`config.mk`:
```
export PLATFORM = sky130hd
export DESIGN_NAME = usbd_irq_stat
export DESIGN_NICKNAME = d
export VERILOG_FILES = /design/src/rtl/usbd_irq_pkg.sv /design/src/rtl/usbd_ep_evt_map.sv /design/src/rtl/usbd_frame_prescale.sv /design/src/rtl/usbd_w1c_bank.sv /design/src/rtl/usbd_irq_stat.sv
export SDC_FILE = /design/constraint.sdc
export NUM_CORES = 1
export LEC_CHECK = 0
export BUFFER_PORTS_ARGS = -buffer_cell sky130_fd_sc_hd__buf_2
export CAP_MARGIN = 5
export CORE_AREA = 10 10 74 76
export DETAILED_ROUTE_END_ITERATION = 8
export DIE_AREA = 0 0 84 86
export HOLD_SLACK_MARGIN = 0.12
export PLACE_DENSITY = 0.76
export SLEW_MARGIN = 20
export SYNTH_ARGS = -nofsm -noshare
export SYNTH_HDL_FRONTEND = slang
export SYNTH_HIERARCHICAL = 1
export SYNTH_SLANG_ARGS = --single-unit
export TNS_END_PERCENT = 50
```
`constraint.sdc`:
```
create_clock -name clk -period 2.05 [get_ports clk]
set_clock_uncertainty 0.1 [all_clocks]
set_input_delay 0.3075 -clock clk [delete_from_list [all_inputs] [get_ports clk]]
set_output_delay 0.3075 -clock clk [all_outputs]
set_load 0.1 [all_outputs]
```
`src/rtl/usbd_irq_pkg.sv`:
```
package usbd_irq_pkg;
  localparam int REG_W      = 32;
  localparam int FRAME_POS  = 30;
  localparam int DEVCHG_POS = 31;

  function automatic int out_pos(input int ep);
    return 2 * ep;
  endfunction

  function automatic int in_pos(input int ep);
    return 2 * ep + 1;
  endfunction
endpackage

```
`src/rtl/usbd_ep_evt_map.sv`:
```
module usbd_ep_evt_map #(
  parameter int NUM_EP = 5
) (
  input  logic [NUM_EP-1:0]   done_out,
  input  logic [NUM_EP-1:0]   done_in,
  input  logic                setup_rx,
  input  logic [NUM_EP-1:0]   nak_out,
  input  logic [NUM_EP-1:0]   nak_in,
  input  logic                en_ctl_out,
  input  logic                en_ctl_in,
  input  logic                en_gen_out,
  input  logic                en_gen_in,
  output logic [2*NUM_EP-1:0] ep_set
);
  import usbd_irq_pkg::*;

  for (genvar k = 0; k < NUM_EP; k++) begin : g_ep
    if (k == 0) begin : g_ctl
      // control endpoint: SETUP only reaches the OUT side
      assign ep_set[out_pos(k)] = done_out[k] | setup_rx | (nak_out[k] & en_ctl_out);
      assign ep_set[in_pos(k)]  = done_in[k] | (nak_in[k] & en_ctl_in);
    end else begin : g_gen
      assign ep_set[out_pos(k)] = done_out[k] | (nak_out[k] & en_gen_out);
      assign ep_set[in_pos(k)]  = done_in[k] | (nak_in[k] & en_gen_in);
    end
  end
endmodule

```
`src/rtl/usbd_frame_prescale.sv`:
```
module usbd_frame_prescale #(
  parameter int TICK_CYCLES = 250000
) (
  input  logic clk,
  input  logic rst_n,
  input  logic vbus_ok,
  input  logic dev_conn,
  output logic tick
);
  localparam int CNT_W = (TICK_CYCLES > 2) ? $clog2(TICK_CYCLES) : 1;
  localparam logic [CNT_W-1:0] LAST = CNT_W'(TICK_CYCLES - 1);

  logic             gate;
  logic [CNT_W-1:0] cnt;

  assign gate = vbus_ok & dev_conn;
  assign tick = gate && (cnt == LAST);

  always_ff @(posedge clk) begin
    if (!rst_n || !gate || tick) cnt <= '0;
    else                         cnt <= cnt + 1'b1;
  end


  tick_gap_chk: assert property (@(posedge clk) disable iff (!rst_n)
    tick |=> !tick);
endmodule

```
`src/rtl/usbd_w1c_bank.sv`:
```
module usbd_w1c_bank #(
  parameter int WIDTH = 12
) (
  input  logic             clk,
  input  logic             rst_n,
  input  logic [WIDTH-1:0] set_i,
  input  logic [WIDTH-1:0] clr_i,
  output logic [WIDTH-1:0] q
);
  for (genvar b = 0; b < WIDTH; b++) begin : g_bit
    always_ff @(posedge clk) begin
      if (!rst_n)        q[b] <= 1'b0;
      else if (set_i[b]) q[b] <= 1'b1;
      else if (clr_i[b]) q[b] <= 1'b0;
    end


    clear_one_chk: assert property (@(posedge clk) disable iff (!rst_n)
      (clr_i[b] && !set_i[b]) |=> !q[b]);

    set_wins_chk: assert property (@(posedge clk) disable iff (!rst_n)
      set_i[b] |=> q[b]);

    sticky_hold_chk: assert property (@(posedge clk) disable iff (!rst_n)
      (q[b] && !clr_i[b]) |=> q[b]);
  end
endmodule

```
`src/rtl/usbd_irq_stat.sv`:
```
module usbd_irq_stat #(
  parameter int NUM_EP      = 5,
  parameter int DEVCHG_W    = 7,
  parameter int TICK_CYCLES = 250000
) (
  input  logic                clk,
  input  logic                rst_n,
  input  logic [NUM_EP-1:0]   ep_done_out,
  input  logic [NUM_EP-1:0]   ep_done_in,
  input  logic                setup_rx,
  input  logic [NUM_EP-1:0]   nak_out,
  input  logic [NUM_EP-1:0]   nak_in,
  input  logic                nak_en_ctl_out,
  input  logic                nak_en_ctl_in,
  input  logic                nak_en_gen_out,
  input  logic                nak_en_gen_in,
  input  logic                vbus_ok,
  input  logic                dev_conn,
  input  logic [DEVCHG_W-1:0] dev_chg,
  input  logic                wr_en,
  input  logic [31:0]         wr_data,
  output logic [31:0]         rd_data,
  output logic                irq
);
  import usbd_irq_pkg::*;

  localparam int EP_BITS  = 2 * NUM_EP;
  localparam int NB       = EP_BITS + 2;
  localparam int FRM_IDX  = EP_BITS;
  localparam int DEV_IDX  = EP_BITS + 1;

  logic [EP_BITS-1:0] ep_set;
  logic               frame_tick;
  logic [NB-1:0]      set_v, clr_v, st_q;
  logic               irq_q;
  logic               unused_wr;

  usbd_ep_evt_map #(.NUM_EP(NUM_EP)) u_map (
    .done_out  (ep_done_out),
    .done_in   (ep_done_in),
    .setup_rx  (setup_rx),
    .nak_out   (nak_out),
    .nak_in    (nak_in),
    .en_ctl_out(nak_en_ctl_out),
    .en_ctl_in (nak_en_ctl_in),
    .en_gen_out(nak_en_gen_out),
    .en_gen_in (nak_en_gen_in),
    .ep_set    (ep_set)
  );

  usbd_frame_prescale #(.TICK_CYCLES(TICK_CYCLES)) u_frame (
    .clk     (clk),
    .rst_n   (rst_n),
    .vbus_ok (vbus_ok),
    .dev_conn(dev_conn),
    .tick    (frame_tick)
  );

  assign set_v = {(|dev_chg), frame_tick, ep_set};
  assign clr_v = wr_en ? {wr_data[DEVCHG_POS], wr_data[FRAME_POS], wr_data[EP_BITS-1:0]}
                       : '0;
  assign unused_wr = ^wr_data[FRAME_POS-1:EP_BITS];

  usbd_w1c_bank #(.WIDTH(NB)) u_bank (
    .clk  (clk),
    .rst_n(rst_n),
    .set_i(set_v),
    .clr_i(clr_v),
    .q    (st_q)
  );

  always_comb begin
    rd_data                   = '0;
    rd_data[EP_BITS-1:0]      = st_q[EP_BITS-1:0];
    rd_data[FRAME_POS]        = st_q[FRM_IDX];
    rd_data[DEVCHG_POS]       = st_q[DEV_IDX];
  end

  always_ff @(posedge clk) begin
    if (!rst_n) irq_q <= 1'b0;
    else        irq_q <= |st_q;
  end
  assign irq = irq_q;


  irq_follow_chk: assert property (@(posedge clk) disable iff (!rst_n)
    (|rd_data) |=> irq);

  irq_drop_chk: assert property (@(posedge clk) disable iff (!rst_n)
    (rd_data == '0) |=> !irq);

  setup_in_chk: assert property (@(posedge clk) disable iff (!rst_n)
    (setup_rx && !ep_done_in[0] && !nak_in[0] && !rd_data[1]) |=> !rd_data[1]);

  dev_set_chk: assert property (@(posedge clk) disable iff (!rst_n)
    (|dev_chg) |=> rd_data[DEVCHG_POS]);
endmodule

```
-- Word-level counts from Yosys, hierarchy flattened
Cells that the tools add are included.
- register bits: 31
- logic and storage cells: 82
- add/sub/neg operators: 1
- equality and inequality tests: 1
- muxes and demuxes: 25
- bitwise gates (word level): 22
- reductions and logical operators: 19
- operators by type and width (cell ; count):
    2-to-1 mux 1 bit ; 24
    nonzero test 2 bit ; 12
    adder 18 x 1 -> 18 bit, second input constant ; 1
    equality test 18 bit, second input constant ; 1
    2-to-1 mux 12 bit ; 1
    OR reduction 12 bit ; 1
    bitwise AND 1 bit ; 11
    bitwise OR 1 bit ; 11
    OR reduction 7 bit ; 1
    logical NOT 1 bit ; 2
    logical OR 1 bit ; 2
    logical AND 1 bit ; 1

-- Depth between registers and ports, before layout
- depth in word-level cells: 4
- depth in mapped cells: 7
- gate-level depth less buffers: 5

-- Modules after synthesis
The synthesis kept the hierarchy.
- modules (own cells, without submodules) (module ; times used ; cells an instance ; area each (µm²)):
    usbd_frame_prescale ; 1 ; 97 ; 838.3
    usbd_w1c_bank ; 1 ; 37 ; 416.6
    usbd_irq_stat ; 1 ; 43 ; 297.8
    usbd_ep_evt_map ; 1 ; 10 ; 76.3

-- Least setup slack after synthesis
Ideal clock, no wire load.
- kind: register to register
- from: reg u_frame.cnt[9]
- to: reg u_frame.cnt[16]
- arrival time: 1.553 ns
- required time: 1.835 ns
- setup slack: 0.282 ns
- stages on the path, launching flop included: 7
- path buffers: 2
- cells stage by stage: dfxtp_1 or4b_1 nor4_2 a31o_2 buf_4 buf_6 nor2_1
- longest elaborated chain between the ends: 3
- RTL lines (what ; line ; RTL):
    from (decl) ; usbd_frame_prescale.sv:14 ; logic [CNT_W-1:0] cnt;
    from (signal assigned) ; usbd_frame_prescale.sv:21 ; else cnt <= cnt + 1'b1;
    branches (longest 3 deep; another with adder 18 x 1 -> 18 bit) ; -- ;
Several ways; the timed one is not identified.
A chain may end at the register's enable or synchronous reset.

-- Worst setup path in the final report
- from: reg u_frame.cnt[5]
- to: reg u_frame.cnt[2]
- longest elaborated chain between the ends: 3
- RTL lines (what ; line ; RTL):
    equality test 18 bit ; usbd_frame_prescale.sv:17 ; assign tick = gate && (cnt == LAST);
    logical AND 1 bit ; usbd_frame_prescale.sv:17 ;
    logical OR 1 bit ; usbd_frame_prescale.sv:20 ; if (!rst_n || !gate || tick) cnt <= '0;
Every way passes these cells.

==> flow_summary.yaml <==
critical_path:
  reg2regPathDepth: 4
  slowest_stage: "or4b_1"
  worstReg2RegStart: "u_frame/cnt[5]"
  endpoint_kind: "register"
  path_cells: "or4b_1, nor4_2, a31o_2, nor2_1"
  r2r_end: "u_frame/cnt[2]"
  cp_data_required_time_ps: 2100
  crit_arrival_ps: 1930
  crit_buf_inv: 0
  cp_max_fo: 18
  criticalPathCategory: "reg2reg"
  crit_path_start_kind: "register"
  max_stage_delay_ps: 530
  critical-path-top-delay-family: "simple AND/OR/NAND/NOR gates"
  rrSetupSlack_ps: 170
finish:
  fillers: 394
  seq_area_um2: 621
  n_antenna_cell: 0
  syn2layout_area_growth_pct: 23.0
  layout-drive-gt1-share_pct: 29.5
  final_cells: 301
  nets: 320
  multi_input_area_um2: 871
  design_area_mm2: 0.00200
floorplanning:
  std_cell_rows: 23
  die_w_um: 84
  num_io_pins: 102
  die_h_um: 86
  die_area_mm2: 0.00722
  coreArea_mm2: 0.00397
  initial_core_util_pct: 41.0
synth:
  synth_flop_cell: "dfxtp_1"
  ys.warnings.count: 6
  synth_edf_count: 0
  yosys.area.top_type_share_pct: 38.1
  yosysMostFrequentCell: "dfxtp_1"
  synth-seq-cells: 31
  synth_area_leaders: "dfxtp_1, buf_4, xnor2_1"
  async_flop_share_pct: 0
  syn_avg_cell_area_um2: 8.71
  ys_types: 32
  synth_commonest_cells: "dfxtp_1, buf_4, nor2_1"
  postSynthCellCount: 187
  syn_area_mm2: 0.00163
  yosys.area.top_type: "dfxtp_1"
  ys_seq_area_share_pct: 38.1
clock_network:
  cts-hold-fix-buffers: 0
  cts_tree: "done"
  clk_path_buf_depth: 2
  cts_root_buf: "clkbuf_8"
  cts-buffers-inserted: 5
  h-tree-depth: 2
  clk_pin_slew_worst_paths_ps: 60
  cts_sinks: 31
  cts_resized: 0
  cts_setup_buffers: 0
  insertion_delay_ps: 280
min_path:
  hold_path_startpoint: "ep_done_out[0]"
  min_path_cells: 3
  worstHoldEndpoint: "u_bank/q[0]"
  hold_class: "in2reg"
placement:
  place_ws_ps: 167
  hpwl_mm: 3.29
  portBuffers: 61
  placed_area_mm2: 0.00189
  place.gp.congestion: 0.807
  dp.cells: 293
detailed_routing:
  ant_nets: 0
  via_per_inst: 4.72
  drt_pass1_iterations: 4
  drt-initial-drc-count: 56
  wire_per_inst_um: 13.2
  remaining_drc_errors: 0
  totalWireLength_mm: 3.97
  vias: 1421
sta:
  period_share_pct: 91.6
  finalSetupTns_ps: 0
  fmax_mhz: 533
  rsz0062_at_grt: "no"
  final.min_clock_period_ps: 1880
  hold_violations: 0
  slew_violations: 0
  report.final.setup_viol: 0
  setup_slack_ps: 173
grt:
  track_usage_pct: 10.6
  antenna_found_initial: 0
  grt_first_pass_wirelength_mm: 6.49
  grt_max_degree: 19
  first_global_vias: 1343
  overflow: 0
pwr:
  cellPowerDensity_mw_per_mm2: 826
  p_total_mw: 1.65
  p_leak_nw: 0.862
  ir_drop_uv: 511
job:
  maxCapViolCount: 0
run_status:
  status: "completed"
through the flow:
| step | util [%] | hold slack, ps |
|---|---|---|
| 3_3_place_gp | 47.5 | 353 |
| 2_1_floorplan | - | 317 |
| 3_5_place_dp | 47.5 | 369 |
| 5_1_grt | 50.4 | 217 |
| 6_report | 50.4 | 217 |
| 4_1_cts | 50.4 | 210 |
cell type report:
cell class | instances | share of cell area, %
Inverter | 5 | 0.937
Timing Repair Buffer | 62 | 15.6
Clock inverter | 2 | 1.75
Tap cell | 50 | 3.12
Sequential cell | 31 | 31.0
Multi-Input combinational cell | 145 | 43.5
Clock buffer | 6 | 4.12
metal layers:
metal | wire length (um) | track usage [%] | vias up | share of wire, %
met2 | 1670 | 16.5 | 68 | 42
met4 | 34 | 3.65 | 0 | 0.86
met5 | 0 | 0 | - | 0
met3 | 447 | 5.39 | 5 | 11
met1 | 1820 | 12.3 | 622 | 46
li1 | - | - | 726 | -
tightest hold or removal path, stage by stage:
cell	delay [ps]
buf_2	70
a211o_1	80
o21a_1	110
cells in the final DEF (no fill, tap or decap), drive strengths merged:
master,n
a31o,1
nor2,20
xnor2,12
o21ai,1
inv,5
and2,12
a31oi,1
nor3,4
o21a,12
nand4,7
and3,1
buf,62
nor2b,12
or4,2
or4b,1
a21oi,3
a21o,9
o31ai,2
clkinv,1
or3,2
clkbuf,6
conb,20
ha,1
xor2,1
nand2,6
nand3,6
dfxtp,31
bufinv,1
nor4,8
a211o,1
power by group:
part / switching (mW) / internal (mW) / total, mW
Combinational: 0.336 / 0.0775 / 0.413
Sequential: 0.0119 / 0.621 / 0.633
Clock: 0.216 / 0.393 / 0.608
Total: 0.563 / 1.09 / 1.65
registers in the layout (all words and copies together) (netlist names):
name / cells
u_frame/cnt: 18
u_bank/q: 12
irq: 1
worst max path at each step:
| stage | start | to | slack (ps) | depth (start not counted) |
|---|---|---|---|---|
| global route | u_frame/cnt[5] | u_frame/cnt[10] | 60 | 4 |
| global placement | u_frame/cnt[9] | u_frame/cnt[7] | 190 | 4 |
| detailed placement | u_frame/cnt[5] | u_frame/cnt[10] | 170 | 4 |
| floorplan | u_frame/cnt[9] | u_frame/cnt[16] | 280 | 6 |
| finish | u_frame/cnt[5] | u_frame/cnt[2] | 170 | 4 |
| CTS | u_frame/cnt[5] | u_frame/cnt[2] | 160 | 4 |
logic make-up (layout without fill, tap and decap cells):
kind of cell               count (synthesis)  after routing  share of synthesized area [%]
buffers and inverters                     30             75                           12.8
xor gates and xnor gates                  13             13                           6.99
and+or+nand+nor                           81             81                           27.8
other                                      1             20                          0.230
adders and majority gates                  1              1                          0.768
DFF                                       31             31                           38.1
AOI/OAI and AO/OA                         30             30                           13.3
No activity file was read; power rests on OpenSTA's default activity.
